--- src/rtl/voter_pkg.sv ---
package voter_pkg;

    typedef enum logic [2:0] {
        ST_IDLE,
        ST_LOAD,
        ST_SAMPLE,
        ST_JUDGE,
        ST_FINISH
    } vstate_t;

endpackage

--- src/rtl/vote_counter.sv ---
module vote_counter #(
    parameter int CNT_W = 4
) (
    input  logic             clk,
    input  logic             rst_n,
    input  logic             load_i,
    input  logic             step_i,
    input  logic             up_i,
    output logic [CNT_W-1:0] count_o,
    output logic             at_top_o,
    output logic             at_floor_o
);

    localparam logic [CNT_W-1:0] TOP_VAL = CNT_W'((2 ** CNT_W) - 2);
    localparam logic [CNT_W-1:0] MID_VAL = CNT_W'(((2 ** CNT_W) - 2) / 2);

    logic [CNT_W-1:0] count_q;

    always_ff @(posedge clk or negedge rst_n) begin
        if (!rst_n) begin
            count_q <= MID_VAL;
        end else if (load_i) begin
            count_q <= MID_VAL;
        end else if (step_i) begin
            if (up_i && (count_q != TOP_VAL)) begin
                count_q <= count_q + 1'b1;
            end else if (!up_i && (count_q != '0)) begin
                count_q <= count_q - 1'b1;
            end
        end
    end

    assign count_o    = count_q;
    assign at_top_o   = (count_q == TOP_VAL);
    assign at_floor_o = (count_q == '0);

    AST_CNT_RANGE: assert property (@(posedge clk) disable iff (!rst_n)
        count_q <= TOP_VAL) else $error("count out of range");

    AST_LOAD_MID: assert property (@(posedge clk) disable iff (!rst_n)
        load_i |=> (count_q == MID_VAL)) else $error("load missed midpoint");

    AST_STEP_MOVE: assert property (@(posedge clk) disable iff (!rst_n)
        (!load_i && !step_i) |=> $stable(count_q)) else $error("count moved without step");

endmodule

--- src/rtl/trial_counter.sv ---
module trial_counter #(
    parameter int MAX_TRIALS = 50,
    parameter int TR_W       = 6
) (
    input  logic            clk,
    input  logic            rst_n,
    input  logic            clr_i,
    input  logic            inc_i,
    output logic [TR_W-1:0] trials_o,
    output logic            at_limit_o
);

    localparam logic [TR_W-1:0] LIMIT = TR_W'(MAX_TRIALS);

    logic [TR_W-1:0] trials_q;

    always_ff @(posedge clk or negedge rst_n) begin
        if (!rst_n) begin
            trials_q <= '0;
        end else if (clr_i) begin
            trials_q <= '0;
        end else if (inc_i && (trials_q != LIMIT)) begin
            trials_q <= trials_q + 1'b1;
        end
    end

    assign trials_o   = trials_q;
    assign at_limit_o = (trials_q == LIMIT);

    AST_TRIAL_LIMIT: assert property (@(posedge clk) disable iff (!rst_n)
        trials_q <= LIMIT) else $error("trial count past limit");

endmodule

--- src/rtl/result_bank.sv ---
module result_bank #(
    parameter int NUM_CELLS = 4,
    parameter int SEL_W     = 2
) (
    input  logic                 clk,
    input  logic                 rst_n,
    input  logic                 clr_i,
    input  logic                 wr_i,
    input  logic [SEL_W-1:0]     sel_i,
    input  logic                 ok_i,
    input  logic                 bit_i,
    output logic [NUM_CELLS-1:0] result_o,
    output logic [NUM_CELLS-1:0] resolved_o
);

    for (genvar gi = 0; gi < NUM_CELLS; gi++) begin : g_cell
        logic res_q;
        logic ok_q;

        always_ff @(posedge clk or negedge rst_n) begin
            if (!rst_n) begin
                res_q <= 1'b0;
                ok_q  <= 1'b0;
            end else if (clr_i) begin
                res_q <= 1'b0;
                ok_q  <= 1'b0;
            end else if (wr_i && (sel_i == SEL_W'(gi))) begin
                ok_q  <= ok_i;
                res_q <= ok_i & bit_i;
            end
        end

        assign result_o[gi]   = res_q;
        assign resolved_o[gi] = ok_q;
    end

    AST_UNRES_ZERO: assert property (@(posedge clk) disable iff (!rst_n)
        (result_o & ~resolved_o) == '0) else $error("unresolved cell with result 1");

endmodule

--- src/rtl/puf_updown_voter.sv ---
module puf_updown_voter
    import voter_pkg::*;
#(
    parameter int CNT_W      = 4,
    parameter int NUM_CELLS  = 4,
    parameter int MAX_TRIALS = 50,
    parameter int SEL_W      = (NUM_CELLS > 1) ? $clog2(NUM_CELLS) : 1
) (
    input  logic                 clk,
    input  logic                 rst_n,
    input  logic                 start_i,
    input  logic                 sample_stb_i,
    input  logic [NUM_CELLS-1:0] cell_bits_i,
    output logic [SEL_W-1:0]     cell_sel_o,
    output logic [NUM_CELLS-1:0] result_o,
    output logic [NUM_CELLS-1:0] resolved_o,
    output logic                 done_o
);

    localparam int               TR_W     = $clog2(MAX_TRIALS + 1);
    localparam logic [SEL_W-1:0] LAST_SEL = SEL_W'(NUM_CELLS - 1);

    vstate_t          state_q, state_d;
    logic [SEL_W-1:0] sel_q;
    logic [CNT_W-1:0] vote_cnt;
    logic [TR_W-1:0]  trials;
    logic             at_top, at_floor, at_limit;
    logic             cell_bit;
    logic             cell_end, last_cell;
    logic             load_en, step_en, wr_en, clr_en, done_d;

    assign cell_bit  = cell_bits_i[sel_q];
    assign cell_end  = at_top | at_floor | at_limit;
    assign last_cell = (sel_q == LAST_SEL);

    // state register
    always_ff @(posedge clk or negedge rst_n) begin
        if (!rst_n) begin
            state_q <= ST_IDLE;
        end else begin
            state_q <= state_d;
        end
    end

    // next state
    always_comb begin
        state_d = state_q;
        unique case (state_q)
            ST_IDLE:   if (start_i) state_d = ST_LOAD;
            ST_LOAD:   state_d = ST_SAMPLE;
            ST_SAMPLE: if (sample_stb_i) state_d = ST_JUDGE;
            ST_JUDGE: begin
                if (!cell_end)      state_d = ST_SAMPLE;
                else if (last_cell) state_d = ST_FINISH;
                else                state_d = ST_LOAD;
            end
            ST_FINISH: state_d = ST_IDLE;
            default:   state_d = ST_IDLE;
        endcase
    end

    // outputs of the state machine
    always_comb begin
        load_en = 1'b0;
        step_en = 1'b0;
        wr_en   = 1'b0;
        clr_en  = 1'b0;
        done_d  = 1'b0;
        unique case (state_q)
            ST_IDLE:   clr_en  = start_i;
            ST_LOAD:   load_en = 1'b1;
            ST_SAMPLE: step_en = sample_stb_i;
            ST_JUDGE:  wr_en   = cell_end;
            ST_FINISH: done_d  = 1'b1;
            default:   ;
        endcase
    end

    always_ff @(posedge clk or negedge rst_n) begin
        if (!rst_n) begin
            sel_q <= '0;
        end else if (clr_en) begin
            sel_q <= '0;
        end else if (wr_en && !last_cell) begin
            sel_q <= sel_q + 1'b1;
        end
    end

    vote_counter #(.CNT_W(CNT_W)) u_vote (
        .clk        (clk),
        .rst_n      (rst_n),
        .load_i     (load_en),
        .step_i     (step_en),
        .up_i       (cell_bit),
        .count_o    (vote_cnt),
        .at_top_o   (at_top),
        .at_floor_o (at_floor)
    );

    trial_counter #(.MAX_TRIALS(MAX_TRIALS), .TR_W(TR_W)) u_trials (
        .clk        (clk),
        .rst_n      (rst_n),
        .clr_i      (load_en),
        .inc_i      (step_en),
        .trials_o   (trials),
        .at_limit_o (at_limit)
    );

    result_bank #(.NUM_CELLS(NUM_CELLS), .SEL_W(SEL_W)) u_bank (
        .clk        (clk),
        .rst_n      (rst_n),
        .clr_i      (clr_en),
        .wr_i       (wr_en),
        .sel_i      (sel_q),
        .ok_i       (at_top | at_floor),
        .bit_i      (at_top),
        .result_o   (result_o),
        .resolved_o (resolved_o)
    );

    assign cell_sel_o = sel_q;
    assign done_o     = done_d;

    AST_DONE_PULSE: assert property (@(posedge clk) disable iff (!rst_n)
        done_o |=> !done_o) else $error("done longer than one cycle");

    AST_SEL_RANGE: assert property (@(posedge clk) disable iff (!rst_n)
        sel_q <= LAST_SEL) else $error("select out of range");

    AST_SEL_STEP: assert property (@(posedge clk) disable iff (!rst_n)
        (state_q == ST_JUDGE && cell_end && !last_cell) |=> (sel_q == $past(sel_q) + 1'b1))
        else $error("select did not advance");

    AST_TOP_STOPS: assert property (@(posedge clk) disable iff (!rst_n)
        (state_q == ST_JUDGE && at_top) |=> (resolved_o[$past(sel_q)] && result_o[$past(sel_q)]))
        else $error("top end not recorded as 1");

    AST_FLOOR_STOPS: assert property (@(posedge clk) disable iff (!rst_n)
        (state_q == ST_JUDGE && at_floor) |=> (resolved_o[$past(sel_q)] && !result_o[$past(sel_q)]))
        else $error("floor end not recorded as 0");

    AST_BUSY_START: assert property (@(posedge clk) disable iff (!rst_n)
        (state_q != ST_IDLE && start_i && state_q != ST_FINISH) |=> (state_q != ST_IDLE))
        else $error("start disturbed a running pass");

endmodule

--- config.mk ---
export PLATFORM = sky130hd
export DESIGN_NAME = puf_updown_voter
export DESIGN_NICKNAME = d
export VERILOG_FILES = /design/src/rtl/voter_pkg.sv /design/src/rtl/vote_counter.sv /design/src/rtl/trial_counter.sv /design/src/rtl/result_bank.sv /design/src/rtl/puf_updown_voter.sv
export SDC_FILE = /design/constraint.sdc
export NUM_CORES = 1
export LEC_CHECK = 0
export BUFFER_PORTS_ARGS = -buffer_cell sky130_fd_sc_hd__buf_2
export CELL_PAD_IN_SITES_DETAIL_PLACEMENT = 1
export CELL_PAD_IN_SITES_GLOBAL_PLACEMENT = 1
export CORE_MARGIN = 2
export CORE_UTILIZATION = 48
export CTS_CLUSTER_DIAMETER = 40
export DETAILED_ROUTE_END_ITERATION = 8
export GPL_TIMING_DRIVEN = 0
export PLACE_DENSITY = 0.89
export SLEW_MARGIN = 20
export SYNTH_ARGS = -nofsm -noshare
export SYNTH_HDL_FRONTEND = slang
export SYNTH_HIERARCHICAL = 1
export SYNTH_SLANG_ARGS = --single-unit
--- constraint.sdc ---
create_clock -name clk -period 3.88 [get_ports clk]
set_input_delay 0.194 -clock clk [delete_from_list [all_inputs] [get_ports clk]]
set_output_delay 0.194 -clock clk [all_outputs]
set_load 0.02 [all_outputs]
==> flow_summary.json <==
{
  "drive_gt1_share_pct": 29.41,
  "synth_xor_area_share_pct": 2.326,
  "crit_chain": "mux4_2, o21ai_0, ha_1, a21o_1, a2111oi_0, mux2i_1, a31oi_1",
  "post-place-ws_ns": 1.050,
  "dp.final_hpwl_um": 2553,
  "path_delay_family": "compound AO/OA/AOI/OAI gates",
  "nets": 185,
  "yosys.area_share.adder_pct": 5.482,
  "crit_fanout": 13,
  "skew_ns": 0.01452,
  "synth.avg_cell_area_sq_um": 10.25,
  "setup_ws_ns": 1.088,
  "ctsHtreeMaxLevel": 1,
  "cp-end-kind": "flop",
  "yosys.cell_types.count": 50,
  "synth_warnings": 6,
  "synth_area_leaders": "dfrtp_1, dfstp_2, mux2i_1",
  "grt_usage_pct": 20.91,
  "period_share_pct": 71.97,
  "grt_overflow": 0,
  "fp-row-count": 20,
  "critPathBufInv": 0,
  "reg2reg_slack_ns": 1.09,
  "grt_pass1_wl_um": 5637,
  "synthCells": 147,
  "numCtsBuffers": 3,
  "startpoint_type": "flop",
  "async_flop_share_pct": 100.0,
  "start_util_pct": 49.75,
  "worstReg2RegEnd": "u_vote/count_o[3]$_DFFE_PN0P_",
  "slew_headroom_pct": 63.63,
  "timing.fmax_ghz": 0.3581,
  "maxCapViolations": 0,
  "hold_path.class": "in2reg",
  "place_congestion": 0.7270,
  "synth_nets": 161,
  "irDropWorstVdd_mv": 0.3597,
  "portBuffers": 18,
  "clock-sinks": 23,
  "wirelength_um": 3300,
  "cts_tree": "built",
  "outcome": "finished clean",
  "syn-cell-area_sq_mm": 0.001506,
  "grt_max_degree": 24,
  "power_uw": 1241,
  "synth_seq_area_share_pct": 38.46,
  "slew_violations": 0,
  "dieArea_sq_mm": 0.003602,
  "finalHoldViolCount": 0,
  "worstPathRequired_ns": 4.13,
  "synthFlopType": "dfrtp_1",
  "drt-pass1-iter-count": 4,
  "leakage_uw": 0.0008076,
  "fin_crit_ns": 2.792,
  "rsz0062_at_grt": "false",
  "crit_type": "reg2reg",
  "max_stage_delay_ns": 0.62,
  "area_delta_synth_final_pct": 12.13,
  "ctsResizeCount": 0,
  "muxShareOfSynthArea_pct": 7.641,
  "clk_pin_slew_ns": 0.14,
  "setup_tns_ns": 0,
  "post_cts.repair.setup_buffers": 0,
  "drc": 0,
  "via_per_inst": 5.547,
  "crit_slowest_cell": "mux4_2",
  "synth_edf_count": 0,
  "antenna_found_initial": 0,
  "root_buffer": "clkbuf_4",
  "die_y_um": 60.02,
  "hold_buffers": 1,
  "synthDominantCellAreaShare_pct": 33.22,
  "worstSetupEndpoint": "u_vote/count_o[3]$_DFFE_PN0P_",
  "pin_count": 19,
  "crit_cells": 7,
  "insertion_delay_ns": 0.32,
  "cts_buffer_depth": 2,
  "grt_pass1_vias": 1251,
  "synth_top_family_by_area": "simple AND/OR/NAND/NOR gates",
  "power-per-cell-area_mw_per_mm2": 734.5,
  "ant_nets": 0,
  "synth_compound_area_share_pct": 12.13,
  "drt-initial-drc-count": 32,
  "rr_startpoint": "cell_sel_o[0]$_DFFE_PN0P_",
  "routedWlPerCell_um": 15.42,
  "die_w_um": 60.02,
  "arrival_ns": 3.04,
  "synth-simple-area-share_pct": 26.99,
  "fill_cells": 344,
  "ys_seq_elements": 23,
  "coreArea_sq_mm": 0.003028,
  "synth.largest_area_cell": "dfrtp_1",
  "reg2reg_depth": 7,
  "tightest_slew_ns": 0.5456,
  "setup_viol_count_final": 0,
  "via_count": 1187,
  "crit_path_start": "cell_sel_o[0]$_DFFE_PN0P_",
  "n_antenna_cell": 0
}
layout by cell type (no fill, tap or decap), types with 3 or more instances in the layout:
| cell | instances |
|---|---|
| o21ai_0 | 3 |
| buf_2 | 18 |
| or2_2 | 3 |
| inv_1 | 8 |
| nand2b_1 | 7 |
| xor2_1 | 3 |
| nor2b_1 | 3 |
| a21oi_1 | 4 |
| clkbuf_4 | 3 |
| buf_4 | 9 |
| nor2_1 | 12 |
| ha_1 | 5 |
| dfstp_2 | 3 |
| nand2_1 | 10 |
| mux2i_1 | 7 |
| dfrtp_1 | 20 |
tightest hold or removal path: cells and delay by family:
family,cells,cell delay (ns)
and+or+nand+nor,1,0.05
muxes,1,0.14
buffers and inverters,1,0.09
AOI/OAI and AO/OA,1,0.14
where the power goes:
| part | switching [uW] | internal [uW] | total (uW) |
|---|---|---|---|
| registers | 126 | 339 | 465 |
| logic | 339 | 321 | 660 |
| clock network | 77.3 | 38.5 | 116 |
| total | 542 | 699 | 1240 |
how the worst min path moves through the flow:
stage / startpoint / endpoint / slack (ns) / cells after the start
after detailed placement: rst_n / u_vote/count_o[3]$_DFFE_PN0P_ / 0.20 / 1
after global routing: start_i / state_q[0]$_DFFE_PN0P_ / 0.33 / 4
after floorplan: rst_n / cell_sel_o[0]$_DFFE_PN0P_ / -0.10 / 0
after global placement: rst_n / u_vote/count_o[3]$_DFFE_PN0P_ / 0.20 / 1
final: start_i / state_q[0]$_DFFE_PN0P_ / 0.33 / 4
after CTS: start_i / state_q[0]$_DFFE_PN0P_ / 0.33 / 4
cell type report:
cell class | count | area [sq um] | area share (%)
multi-input cells | 105 | 822.0 | 48.67
plain buffers | 11 | 75.07 | 4.444
repair buffers | 19 | 100.1 | 5.926
clock buffers | 3 | 22.52 | 1.333
inverters | 8 | 30.03 | 1.778
clock inverters | 1 | 5.005 | 0.2963
well taps | 44 | 55.05 | 3.259
flip-flops and latches | 23 | 579.3 | 34.30
sequential cells by signal, indices dropped and copies added, names as in the netlist:
| name | flops |
|---|---|
| u_trials/trials_o | 6 |
| u_bank/g_cell.res_q | 4 |
| u_vote/count_o | 4 |
| cell_sel_o | 2 |
| u_bank/g_cell.ok_q | 4 |
| state_q | 3 |
per-stage QoR:
stage / instances / area (sq um) / utilization, % / hold slack (ns)
2_1_floorplan: 147 / 1506 / - / -0.1016
3_3_place_gp: 209 / 1652 / 54.55 / 0.1963
3_5_place_dp: 209 / 1652 / 54.55 / 0.2041
4_1_cts: 214 / 1689 / 55.79 / 0.3279
5_1_grt: 214 / 1689 / 55.79 / 0.3336
6_report: 214 / 1689 / 55.79 / 0.3316
Yosys cell counts (2+ instances only):
library cell,number
clkbuf_1,2
and2_1,2
a21oi_1,4
or2_2,3
nor3_1,2
o211ai_1,2
or2b_1,2
o2bb2ai_1,2
o32ai_1,2
inv_1,8
and3_1,2
a31oi_1,2
and3b_1,2
nor2_1,12
or3_4,2
mux2_2,2
buf_4,9
dfrtp_1,20
mux2i_1,7
ha_1,5
dfstp_2,3
o21ai_0,3
nand4_1,2
nor2b_1,3
nand2b_1,7
nand2_1,10
xor2_1,3
a211o_2,2
cell families (layout without fill, tap and decap cells):
family / count (synthesis) / in the layout
buf+inv: 19 / 42
flops: 23 / 23
fa+ha+maj: 6 / 6
compound gates: 22 / 22
simple gates: 63 / 63
mux: 10 / 10
xor+xnor: 4 / 4
per-layer routing:
| metal | GRT usage, % | wire length (um) | up-vias |
|---|---|---|---|
| li1 | - | - | 566 |
| met1 | 24.76 | 1418 | 592 |
| met2 | 37.73 | 1734 | 23 |
| met3 | 2.814 | 96 | 6 |
| met4 | 8.254 | 50 | 0 |
| met5 | 0 | 0 | - |
Power figures use the tool's default switching activity.
